==> config.mk <==
export PLATFORM = sky130hd
export DESIGN_NAME = evt_task_ic
export DESIGN_NICKNAME = d
export VERILOG_FILES = /design/src/rtl/evt_ic_pkg.sv /design/src/rtl/ic_chan_ctrl.sv /design/src/rtl/ic_link_regs.sv /design/src/rtl/ic_route.sv /design/src/rtl/evt_task_ic.sv
export SDC_FILE = /design/constraint.sdc
export NUM_CORES = 1
export LEC_CHECK = 0
export BUFFER_PORTS_ARGS = -buffer_cell sky130_fd_sc_hd__buf_2
export CAP_MARGIN = 0
export CORE_UTILIZATION = 47
export CTS_BUF_LIST = sky130_fd_sc_hd__clkbuf_16
export DETAILED_ROUTE_END_ITERATION = 8
export GPL_ROUTABILITY_DRIVEN = 0
export PLACE_DENSITY = 0.75
export SETUP_SLACK_MARGIN = 0.02
export SYNTH_ARGS = -nofsm -noshare
export SYNTH_HDL_FRONTEND = slang
export SYNTH_HIERARCHICAL = 1
export SYNTH_SLANG_ARGS = --single-unit
export TNS_END_PERCENT = 20
==> constraint.sdc <==
create_clock -name clk -period 3.3 [get_ports clk]
set_clock_uncertainty 0.05 [all_clocks]
set_input_delay 0.66 -clock clk [delete_from_list [all_inputs] [get_ports clk]]
set_output_delay 0.66 -clock clk [all_outputs]
set_load 0.01 [all_outputs]
==> src/rtl/evt_ic_pkg.sv <==
// Package: shared constants and types for the event-to-task interconnect.
// Assumes a single configuration write port with word addressing.
package evt_ic_pkg;
    localparam int CFG_AW      = 8;
    localparam int CFG_DW      = 32;
    localparam int CH_FIELD_W  = 8;   // global channel index 0..255
    localparam int LINK_ON_BIT = 31;

    localparam logic [CFG_AW-1:0] ADDR_CH_MASK = 8'h00;
    localparam logic [CFG_AW-1:0] ADDR_CH_SET  = 8'h01;
    localparam logic [CFG_AW-1:0] ADDR_CH_CLR  = 8'h02;
    localparam int                ADDR_SRC_BASE = 'h10;
    localparam int                ADDR_SNK_BASE = 'h20;

    typedef struct packed {
        logic                  on;
        logic [CH_FIELD_W-1:0] ch;
    } link_cfg_t;
endpackage

==> src/rtl/ic_chan_ctrl.sv <==
// Channel controller: holds one enable bit per local channel.
// Writes can replace the whole mask, set bits, or clear bits.
// Exposes the current mask and the value it takes at the next edge.
// Assumes N_CH <= CFG_DW.
module ic_chan_ctrl
    import evt_ic_pkg::*;
#(
    parameter int N_CH = 16
) (
    input  logic              clk,
    input  logic              rst_n,
    input  logic              cfg_we,
    input  logic [CFG_AW-1:0] cfg_addr,
    input  logic [CFG_DW-1:0] cfg_wdata,
    output logic [N_CH-1:0]   en_q,
    output logic [N_CH-1:0]   en_d
);
    logic [N_CH-1:0] wmask;
    assign wmask = cfg_wdata[N_CH-1:0];

    // Next mask value from the current write, if any.
    always_comb begin
        en_d = en_q;
        if (cfg_we) begin
            case (cfg_addr)
                ADDR_CH_MASK: en_d = wmask;
                ADDR_CH_SET:  en_d = en_q | wmask;
                ADDR_CH_CLR:  en_d = en_q & ~wmask;
                default:      en_d = en_q;
            endcase
        end
    end

    // Mask register with synchronous active-low reset.
    always_ff @(posedge clk) begin
        if (!rst_n) en_q <= '0;
        else        en_q <= en_d;
    end
endmodule

==> src/rtl/ic_link_regs.sv <==
// Link register bank: one register per port (source or sink).
// Each register holds a channel number and a link-on bit, and is decoded
// into a one-hot (or empty) local-channel select per port.
// Channel numbers at or beyond N_CH select nothing.
// Assumes the port's address range does not overlap other registers.
module ic_link_regs
    import evt_ic_pkg::*;
#(
    parameter int N_PORT = 4,
    parameter int N_CH   = 16,
    parameter int BASE   = 'h10
) (
    input  logic                         clk,
    input  logic                         rst_n,
    input  logic                         cfg_we,
    input  logic [CFG_AW-1:0]            cfg_addr,
    input  logic [CFG_DW-1:0]            cfg_wdata,
    output logic [N_PORT-1:0][N_CH-1:0]  sel_o
);
    for (genvar k = 0; k < N_PORT; k++) begin : g_port
        link_cfg_t cfg_q;
        logic      hit;
        assign hit = cfg_we && (cfg_addr == CFG_AW'(BASE + k));

        // Store this port's link register on an address hit.
        always_ff @(posedge clk) begin
            if (!rst_n)   cfg_q <= '0;
            else if (hit) cfg_q <= '{on: cfg_wdata[LINK_ON_BIT],
                                     ch: cfg_wdata[CH_FIELD_W-1:0]};
        end

        for (genvar c = 0; c < N_CH; c++) begin : g_dec
            assign sel_o[k][c] = cfg_q.on && (cfg_q.ch == CH_FIELD_W'(c));
        end
    end
endmodule

==> src/rtl/ic_route.sv <==
// Routing core: merges published events per channel (OR), gates them
// by the channel enable, and fans them out to subscribed sinks through
// one output register.
// Assumes pub_sel/sub_sel each hold at most one bit per port.
module ic_route #(
    parameter int N_EVT = 4,
    parameter int N_TSK = 4,
    parameter int N_CH  = 16
) (
    input  logic                       clk,
    input  logic                       rst_n,
    input  logic [N_EVT-1:0]           evt_i,
    input  logic [N_EVT-1:0][N_CH-1:0] pub_sel,
    input  logic [N_TSK-1:0][N_CH-1:0] sub_sel,
    input  logic [N_CH-1:0]            gate,
    output logic [N_TSK-1:0]           task_o
);
    logic [N_CH-1:0]  ch_fire;
    logic [N_TSK-1:0] task_d;

    // Per-channel OR of published events, masked by the channel gate.
    always_comb begin
        ch_fire = '0;
        for (int c = 0; c < N_CH; c++) begin
            for (int i = 0; i < N_EVT; i++) begin
                ch_fire[c] = ch_fire[c] | (evt_i[i] & pub_sel[i][c]);
            end
        end
        ch_fire = ch_fire & gate;
    end

    // Each sink fires when its subscribed channel fires.
    always_comb begin
        for (int j = 0; j < N_TSK; j++) begin
            task_d[j] = |(ch_fire & sub_sel[j]);
        end
    end

    // Single register stage gives a fixed one-cycle latency.
    always_ff @(posedge clk) begin
        if (!rst_n) task_o <= '0;
        else        task_o <= task_d;
    end
endmodule

==> src/rtl/evt_task_ic.sv <==
// Top: event-to-task channel interconnect.
// Sources publish to a channel, sinks subscribe to a channel, and the
// controller gates each channel. A channel passes an event only when it
// is enabled both before and after the current write. An event therefore
// coinciding with an enable change is dropped.
// Assumes N_CH <= 32 and N_EVT, N_TSK <= 16 (no address overlap).
module evt_task_ic
    import evt_ic_pkg::*;
#(
    parameter int N_EVT = 4,
    parameter int N_TSK = 4,
    parameter int N_CH  = 16
) (
    input  logic              clk,
    input  logic              rst_n,
    input  logic [N_EVT-1:0]  evt_i,
    output logic [N_TSK-1:0]  task_o,
    input  logic              cfg_we,
    input  logic [CFG_AW-1:0] cfg_addr,
    input  logic [CFG_DW-1:0] cfg_wdata
);
    logic [N_CH-1:0]            ch_en_q;
    logic [N_CH-1:0]            ch_en_d;
    logic [N_CH-1:0]            ch_gate;
    logic [N_EVT-1:0][N_CH-1:0] pub_sel;
    logic [N_TSK-1:0][N_CH-1:0] sub_sel;

    ic_chan_ctrl #(.N_CH(N_CH)) u_ctrl (
        .clk(clk), .rst_n(rst_n), .cfg_we(cfg_we), .cfg_addr(cfg_addr),
        .cfg_wdata(cfg_wdata), .en_q(ch_en_q), .en_d(ch_en_d)
    );

    ic_link_regs #(.N_PORT(N_EVT), .N_CH(N_CH), .BASE(ADDR_SRC_BASE)) u_pub (
        .clk(clk), .rst_n(rst_n), .cfg_we(cfg_we), .cfg_addr(cfg_addr),
        .cfg_wdata(cfg_wdata), .sel_o(pub_sel)
    );

    ic_link_regs #(.N_PORT(N_TSK), .N_CH(N_CH), .BASE(ADDR_SNK_BASE)) u_sub (
        .clk(clk), .rst_n(rst_n), .cfg_we(cfg_we), .cfg_addr(cfg_addr),
        .cfg_wdata(cfg_wdata), .sel_o(sub_sel)
    );

    // Gate open only if enabled now and staying enabled.
    assign ch_gate = ch_en_q & ch_en_d;

    ic_route #(.N_EVT(N_EVT), .N_TSK(N_TSK), .N_CH(N_CH)) u_route (
        .clk(clk), .rst_n(rst_n), .evt_i(evt_i), .pub_sel(pub_sel),
        .sub_sel(sub_sel), .gate(ch_gate), .task_o(task_o)
    );
endmodule

# Word level (Yosys, flattened, before mapping)
# Index checks and enable logic that the tools add are counted.
[word_totals] elab_cells=420 ff_bits=92 inputBits=47
[op_classes] n_eq_ne=130 reduce_logical=149 n_mux=2 bitwise=121
[op_table] cell="== test 8 x 4 -> 1 bit, second input constant" n=64
[op_table] cell="== test 8 x 3 -> 1 bit, second input constant" n=32
[op_table] cell="== test 8 x 2 -> 1 bit, second input constant" n=17
[op_table] cell="logical AND 1 bit" n=136
[op_table] cell="bitwise AND 16 bit" n=7
[op_table] cell="== test 8 x 1 -> 1 bit, second input constant" n=9
[op_table] cell="logical NOT 8 bit" n=9
[op_table] cell="bitwise AND 1 bit" n=64
[op_table] cell="OR reduction 16 bit" n=4
[op_table] cell="bitwise OR 1 bit" n=48
[op_table] cell="one-hot mux 16 bit (3 select lines)" n=1
[op_table] cell="== test 8 x 5 -> 1 bit, second input constant" n=4
[op_table] cell="== test 8 x 6 -> 1 bit, second input constant" n=4
[op_table] cell="2-to-1 mux 16 bit" n=1
[op_table] cell="inverter 16 bit" n=1
[op_table] cell="bitwise OR 16 bit" n=1

# Logic depth before layout (Yosys ltp)
# Gate-level depths: netlist of the first run.
[logic_depth] depth_word=9 mapped_depth=12 mapped_depth_nobuf=9

# Cells and area by module
# The synthesis of the first run kept the hierarchy.
[by_module_without_submodules] module="ic_link_regs" seq_area_each_um2=720.7 cells_per_inst=232 n_inst=2 area_per_inst_um2=1985.7
[by_module_without_submodules] module="ic_chan_ctrl" seq_area_each_um2=320.3 cells_per_inst=135 n_inst=1 area_per_inst_um2=1131.1
[by_module_without_submodules] module="ic_route" seq_area_each_um2=80.1 cells_per_inst=140 n_inst=1 area_per_inst_um2=1012.2
[by_module_without_submodules] module="evt_task_ic" seq_area_each_um2=0.0 cells_per_inst=16 n_inst=1 area_per_inst_um2=100.1

# Least setup slack after synthesis of the first run
# No wires, ideal clock.
[synth_timing] path_kind="input to register" startpoint="in cfg_addr[5]" endpoint="reg u_route.task_o[0]" setup_slack_ps=4 setup_time_ps=120 t_arrival_ps=3127 cell_stages=10 required_time_ps=3130 cell_sequence="or4b_1 -> buf_2 -> nor3_4 -> buf_4 -> mux2i_1 -> and2_1 -> a21boi_1 -> a2111oi_1 -> o2111ai_1 -> o31a_1"
[synth_between] elab_chain_cells=7 elab_cells_between_ends=9 cone_classes="eq/ne (2); mux (2); bitwise (3); reduce/logical (2)"
[synth_lines] item="start, declared" line="evt_task_ic.sv:19" text="input logic [CFG_AW-1:0] cfg_addr,"
[synth_lines] item="== test 8 x 2 -> 1 bit (tied with other cells)" line="ic_chan_ctrl.sv:25" text="case (cfg_addr)"
[synth_lines] item="one-hot mux 16 bit (3 select lines) (*)" line="ic_chan_ctrl.sv:25"
[synth_lines] item="2-to-1 mux 16 bit (*)" line="ic_chan_ctrl.sv:24" text="if (cfg_we) begin"
[synth_lines] item="via ch_en_d[14]" line="evt_task_ic.sv:23" text="logic [N_CH-1:0] ch_en_d;"
[synth_lines] item="bitwise AND 16 bit (*)" line="evt_task_ic.sv:44" text="assign ch_gate = ch_en_q & ch_en_d;"
[synth_lines] item="via ch_gate[14]" line="evt_task_ic.sv:24" text="logic [N_CH-1:0] ch_gate;"
[synth_lines] item="bitwise AND 16 bit (*)" line="ic_route.sv:29" text="ch_fire = ch_fire & gate;"
[synth_lines] item="bitwise AND 16 bit (*)" line="ic_route.sv:35" text="task_d[j] = |(ch_fire & sub_sel[j]);"
[synth_lines] item="OR reduction 16 bit (*)" line="ic_route.sv:35"
[synth_lines] item="end signal, assigned" line="ic_route.sv:42" text="else task_o <= task_d;"
[synth_lines] item="end, declared" line="ic_route.sv:16" text="output logic [N_TSK-1:0] task_o"
# The timed path passes the listed nets; every way through them passes the cells marked *.
# A chain may end at the register's enable or synchronous reset.

# Worst setup path after layout of the first run
[layout_timing] startpoint="in cfg_addr[5]" endpoint="reg u_route.task_o[1]"
# The elaborated chain is that of the path after synthesis.

==> results of run 1 <==
==> final cells by class <==
class / instances / area share (%)
multi-input combinational: 589 / 58.9
sequential: 92 / 27.1
timing repair buffer: 55 / 4.82
clock buffer: 9 / 3.31
tap: 172 / 3.16
clock inverter: 7 / 1.43
inverter: 24 / 1.32
==> cells in the mapped netlist (2+ instances only) <==
| library cell | count |
|---|---|
| a2111oi_1 | 4 |
| a21boi_1 | 5 |
| a21oi_1 | 29 |
| a22o_1 | 2 |
| a22oi_1 | 23 |
| a22oi_2 | 7 |
| a32oi_1 | 11 |
| and2_1 | 17 |
| and4bb_2 | 2 |
| buf_2 | 8 |
| buf_4 | 4 |
| buf_6 | 8 |
| clkbuf_1 | 30 |
| clkinv_1 | 3 |
| dfxtp_1 | 92 |
| inv_1 | 21 |
| mux2i_1 | 88 |
| nand2_1 | 126 |
| nand2b_1 | 17 |
| nand3_1 | 14 |
| nand4_1 | 2 |
| nand4b_1 | 12 |
| nand4bb_1 | 16 |
| nor2_1 | 96 |
| nor3_1 | 24 |
| nor3_2 | 8 |
| nor3b_1 | 2 |
| nor4b_2 | 2 |
| nor4b_4 | 8 |
| o2111ai_1 | 6 |
| o21ai_0 | 6 |
| o21ai_1 | 11 |
| o311ai_0 | 16 |
| o31a_1 | 4 |
| o32a_1 | 16 |
| or4b_4 | 8 |
==> sequential cells by signal, indices dropped and copies added (netlist names) <==
signal and flops:
u_pub/g_port.cfg_q 36, u_sub/g_port.cfg_q 36, u_ctrl/en_q 16, u_route/task_o 4
==> stage by stage <==
step           hold slack (ns)  util (%)  total power, mW  instances
4_1_cts                  0.414      53.3             2.41        948
3_5_place_dp             0.404      50.8             1.28        932
2_1_floorplan            0.385         -             1.23        755
3_3_place_gp             0.397      50.8             1.28        932
6_report                 0.414      53.3             2.39        948
5_1_grt                  0.440      53.3             2.48        948
==> per-layer routing <==
metal	vias up	GRT usage (%)	share of wire, %
li1	2789	-	-
met1	2638	35.6	46
met2	219	38.6	44
met3	34	4.12	6.3
met4	0	10.6	3.1
met5	-	0	0
==> layout by cell type (no fill, tap or decap), types with 2 or more instances in the layout <==
master     netlist  routed
nor3_2           8       8
inv_1           21      21
nor3b_1          2       2
and4bb_2         2       2
a22oi_1         23      23
nor3_1          24      24
nand2b_1        17      17
nand2_1        126     126
nor2_1          96      96
a21oi_1         29      29
clkbuf_16        0       9
a21boi_1         5       5
and2_1          17      17
or4b_4           8       8
o21ai_1         11      11
mux2i_1         88      88
clkinv_1         3       4
nand4bb_1       16      16
dfxtp_1         92      92
nor4b_4          8       8
bufinv_16        0       2
nand4b_1        12      12
nor4b_2          2       2
o31a_1           4       4
buf_4            4      21
inv_6            0       2
o21ai_0          6       6
a2111oi_1        4       4
o2111ai_1        6       6
buf_2            8      34
nand4_1          2       2
a32oi_1         11      11
o311ai_0        16      16
o32a_1          16      16
a22o_1           2       2
a22oi_2          7       7
nand3_1         14      14
==> worst max-delay path: stages <==
cell and delay [ns]:
buf_2 0.11, or4b_1 0.59, nor3_4 0.15, buf_4 0.22, buf_4 0.17, mux2i_1 0.07
and2_1 0.21, nand2_1 0.09, a21oi_1 0.04, a2111oi_1 0.37, nand3_1 0.13, o31a_1 0.28
==> where the power goes <==
part | leakage (nW) | internal, mW | switching, mW
Combinational | 1.55 | 0.0445 | 0.102
Sequential | 0.741 | 1.11 | 0.00168
Clock | 0.154 | 0.668 | 0.465
==> final timing paths <==
check	cells past startpoint	end	slack, ns	startpoint
max	12	u_route/task_o[1]	0.39	cfg_addr[5]
min	2	u_pub/g_port[0].cfg_q[8]	0.41	u_pub/g_port[0].cfg_q[8]
max reg2reg	8	u_route/task_o[0]	0.99	u_pub/g_port[1].cfg_q[7]
min reg2reg	2	u_pub/g_port[0].cfg_q[8]	0.41	u_pub/g_port[0].cfg_q[8]
==> cell families after synthesis <==
group	after synthesis	synth area share [%]
and+or+nand+nor	358	32.6
AOI/OAI and AO/OA	143	17.8
DFF	92	29.6
muxes	88	14.2
buffers and inverters	74	5.84
==> results.tsv, run 1 <==
stage	metric	value	unit
routing	DR vias	5680	
finish	fill count	1209	
clock_tree	CTS Buffer Depth	2	
logic_synthesis	post-synth net total	802	
global_route	largest net degree at the start of global routing	56	
pwr	Leak	2.45	nW
sta	worst-margin pin slew	0.674	ns
clock_tree	CTS buffer count	9	
worst_setup_path	CP Data Required Time	3.48	ns
place	Post-DP Area	6480	µm²
finish	Area Overhead vs Synth	9.54	%
min_path	Hold WC Path Type	reg -> reg	
floorplan	die height	117	µm
logic_synthesis	Post-synth EDFFs	0	
sta	Max-slew headroom	54.8	%
clock_tree	hold_buf cts	0	
floorplan	Die W	117	µm
clock_tree	H-Tree Depth	3	
sta	Hold Fails Final Rpt	0	
routing	drt drc	0	
job	Max-Cap Viols	0	
worst_setup_path	Worst Setup End Kind	flip-flop	
logic_synthesis	post-synthesis register bit count	92	
place	Place WS	0.0889	ns
worst_setup_path	CP Data Arrival Time	3.09	ns
sta	final setup fails	0	
routing	WL final	16300	µm
floorplan	IO Pins	51	
worst_setup_path	Critical Path Start Type	input pin	
clock_tree	CTS tree	yes	
logic_synthesis	Synth area leader	dfxtp_1	
floorplan	Rows	41	
routing	Iteration-0 DRC Markers	409	
logic_synthesis	Synth Area per Inst	8.23	µm²
logic_synthesis	synth unique cells	43	
logic_synthesis	Synth async-reset ratio	0	%
global_route	GRT overflow	0	
pwr	Worst VDD drop	0.000215	V
global_route	initial antenna violation count	0	
place	DP Wirelength	12000	µm
sta	FMAX	344	MHz
global_route	number of global-route vias before repair	5146	
logic_synthesis	Post-Synthesis Cells	755	
clock_tree	worst skew pair latency	0.35	ns
global_route	Total Routing Usage GR	25.4	%
sta	min setup slack post-route	0.392	ns
sta	TNS Setup	0	ns
outcome	status	completed	
routing	Antenna Nets Post-Route	0	
sta	share of the clock period used by the worst path	88.1	%
clock_tree	root buf cell	clkbuf_16	
place	I/O Buffers	35	
clock_tree	setup bufs post-CTS	0	
finish	multi-input logic area	4010	µm²
global_route	first-pass GRT wire length	26600	µm
pwr	pwr dens	351	nW/µm²
routing	DR pass1 iterations	5	
sta	RSZ-0062 raised after global routing	no	
sta	Final Max Slew Viols	0	
logic_synthesis	Ys Warns	6	
clock_tree	Post-CTS Resized	0	
finish	Layout Nets	818	
finish	register area	1840	µm²
clock_tree	clock sinks	92	
logic_synthesis	sequential fraction of the synthesis area	29.6	%
worst_setup_path	Critical Setup Path Class	in -> reg	
routing	WL/cell	17.2	µm
floorplan	Die ar.	13700	µm²
logic_synthesis	top cell type's share of synthesized area	29.6	%
logic_synthesis	Mapped Area	6210	µm²
finish	Diodes inserted	0	
logic_synthesis	Synth Flop Type	dfxtp_1	
finish	ratio of cells with drive above 1 in the final layout	13.8	%
worst_setup_path	worst-path fanout max	8	
logic_synthesis	top post-synthesis cells by area	dfxtp_1, mux2i_1, nand2_1	
floorplan	core area	12800	µm²
sta	Final min period	2.91	ns
clock_tree	Clock transition at path regs	0.07	ns
finish	Final Cell Area	6810	µm²
routing	Vias/cell	5.99	
floorplan	Initial Util	48.7	%
(Power assumes the default switching activity.)
==> run 2: changes to the inputs <==
--- a/config.mk
+++ b/config.mk
@@ -11,7 +11,7 @@
 export CTS_BUF_LIST = sky130_fd_sc_hd__clkbuf_16
 export DETAILED_ROUTE_END_ITERATION = 8
 export GPL_ROUTABILITY_DRIVEN = 0
-export PLACE_DENSITY = 0.75
+export PLACE_DENSITY = 0.72
 export SETUP_SLACK_MARGIN = 0.02
 export SYNTH_ARGS = -nofsm -noshare
 export SYNTH_HDL_FRONTEND = slang
==> constraint.sdc (replaced) <==
create_clock -name clk -period 3.7 [get_ports clk]
set_clock_uncertainty 0.05 [all_clocks]
set_input_delay 0.74 -clock clk [delete_from_list [all_inputs] [get_ports clk]]
set_output_delay 0.74 -clock clk [all_outputs]
set_load 0.01 [all_outputs]
==> results.tsv, run 2 (synthesized netlist as in run 1, its figures left out) <==
stage	metric	value	unit	change
outcome	status	completed		
finish	Final Util	52.5	%	-0.84 points
clock_tree	root buf cell	clkbuf_16		
global_route	Total Routing Usage GR	27.1	%	+1.7 points
sta	final setup fails	0		unchanged
worst_setup_path	Critical Setup Path Class	in -> reg		
routing	Iteration-0 DRC Markers	555		+36%
worst_setup_path	crit path cell chain	buf_2 > or4b_1 > nor3_4 > buf_4 > buf_4 > mux2i_1 > and2_1 > a21boi_1 > a22oi_1 > o211ai_1 > o31a_1		
sta	share of the clock period used by the worst path	88.9	%	
floorplan	Die ar.	13700	µm²	unchanged
routing	Antenna Nets Post-Route	0		unchanged
clock_tree	Clock transition at path regs	0.07	ns	about the same
sta	Final min period	3.29	ns	
clock_tree	hold_buf cts	0		unchanged
finish	Layout Nets	809		-1.1%
sta	worst-margin pin slew	1.06	ns	+0.383 ns
finish	commonest non-fill, non-tap cell in the layout	nand2_1		
global_route	GRT overflow	0		unchanged
global_route	number of global-route vias before repair	5584		+8.5%
worst_setup_path	Critical Path Start Type	input pin		
finish	Area Overhead vs Synth	7.81	%	
sta	min setup slack post-route	0.409	ns	+0.0172 ns
finish	post-route non-filler standard cell count	939		-0.95%
worst_setup_path	critical path's top delay family	simple AND/OR/NAND/NOR gates		
clock_tree	clock sinks	92		unchanged
job	Max-Cap Viols	0		unchanged
routing	drt drc	0		unchanged
worst_setup_path	slowest CP cell	or4b_1		
clock_tree	CTS Buffer Depth	2		unchanged
routing	DR pass1 iterations	5		unchanged
global_route	largest net degree at the start of global routing	111		+98%
global_route	initial antenna violation count	0		unchanged
place	I/O Buffers	35		unchanged
finish	biggest registers after layout	u_pub/g_port.cfg_q: 36 flops, u_sub/g_port.cfg_q: 36 flops, u_ctrl/en_q: 16 flops		
place	Placed Cells	923		-0.97%
worst_setup_path	crit-path most repeated cell	buf_4		
floorplan	Die W	117	µm	unchanged
clock_tree	CTS tree	yes		
routing	DR vias	5910		+4.0%
floorplan	core area	12800	µm²	unchanged
place	Place WS	0.117	ns	+0.0279 ns
floorplan	IO Pins	51		unchanged
floorplan	Initial Util	48.7	%	unchanged
sta	Hold Fails Final Rpt	0		unchanged
finish	Diodes inserted	0		unchanged
clock_tree	worst skew pair latency	0.35	ns	about the same
worst_setup_path	CP Data Arrival Time	3.52	ns	+0.43 ns
sta	Max-slew headroom	29.5	%	-25 points
clock_tree	CTS buffer count	9		unchanged
sta	FMAX	304	MHz	
clock_tree	Post-CTS Resized	0		unchanged
floorplan	die height	117	µm	unchanged
place	DP Wirelength	12800	µm	+5.9%
worst_setup_path	CP Data Required Time	3.93	ns	+0.45 ns
clock_tree	H-Tree Depth	3		unchanged
floorplan	Rows	41		unchanged
sta	Final Max Slew Viols	0		unchanged
routing	WL final	17700	µm	+8.5%
sta	TNS Setup	0	ns	unchanged
sta	hold slack	0.417	ns	+0.00363 ns
routing	Vias/cell	6.29		+5.0%
min_path	Hold WC Path Type	reg -> reg		
worst_setup_path	worst-path fanout max	6		-2
clock_tree	setup bufs post-CTS	0		unchanged
pwr	Leak	2.39	nW	-2.4%
routing	WL/cell	18.9	µm	+9.5%
finish	ratio of cells with drive above 1 in the final layout	12.8	%	-1.0 points
sta	RSZ-0062 raised after global routing	no		
global_route	first-pass GRT wire length	28400	µm	+6.4%
finish	most frequent cells in the layout	nand2_1, nor2_1, dfxtp_1		
worst_setup_path	slowest stage delay, CP	0.59	ns	about the same
pwr	pwr dens	302	nW/µm²	-14%
worst_setup_path	Worst Setup End Kind	flip-flop		
pwr	Worst VDD drop	0.000199	V	-7.5%
worst_setup_path	buffer and inverter count on the worst path	3		unchanged
run 2: cell count changes in the layout (fill, tap and decap cells not counted), sizes merged:
cell    delta
buf        -9
bufinv     -2
clkinv     +1
inv        +1
run 2: power by group:
group / switching (mW) / internal, mW
logic: 0.0907 / 0.0373
registers: 0.00150 / 0.991
clock network: 0.434 / 0.468
total: 0.526 / 1.50
run 2: path summary, 6_finish.rpt:
| path | from | end | slack, ns | cells after the start |
|---|---|---|---|---|
| setup / recovery | cfg_addr[5] | u_route/task_o[1] | 0.41 | 11 |
| hold / removal | u_sub/g_port[1].cfg_q[8] | u_sub/g_port[1].cfg_q[8] | 0.42 | 2 |
| setup reg to reg | u_pub/g_port[1].cfg_q[7] | u_route/task_o[1] | 1.23 | 8 |
| hold reg to reg | u_sub/g_port[1].cfg_q[8] | u_sub/g_port[1].cfg_q[8] | 0.42 | 2 |
run 2: stage by stage:
stage	area [µm²]	power [mW]
2_1_floorplan	6210	1.10
3_3_place_gp	6410	1.14
3_5_place_dp	6410	1.14
4_1_cts	6700	2.03
5_1_grt	6700	2.09
6_report	6700	2.02
run 2: layer usage:
metal,vias to the layer above,share of wire (%),global-route usage (%)
li1,2784,-,-
met1,2783,43,35.3
met2,279,46,42.8
met3,64,6.8,4.38
met4,0,4.4,14.9
met5,-,0,0
run 2: cell type report:
class,count,area (µm²)
flip-flops and latches,92,1840
clock buffers,9,225
clock inverters,7,60.1
well taps,172,215
fillers,1177,6070
repair buffers,46,258
multi-input cells,589,4010
inverters,24,90.1
run 2: worst min-delay path: stages, from the launching register on:
cell and delay [ns]:
dfxtp_1 0.31, nand2_1 0.05, mux2i_1 0.05
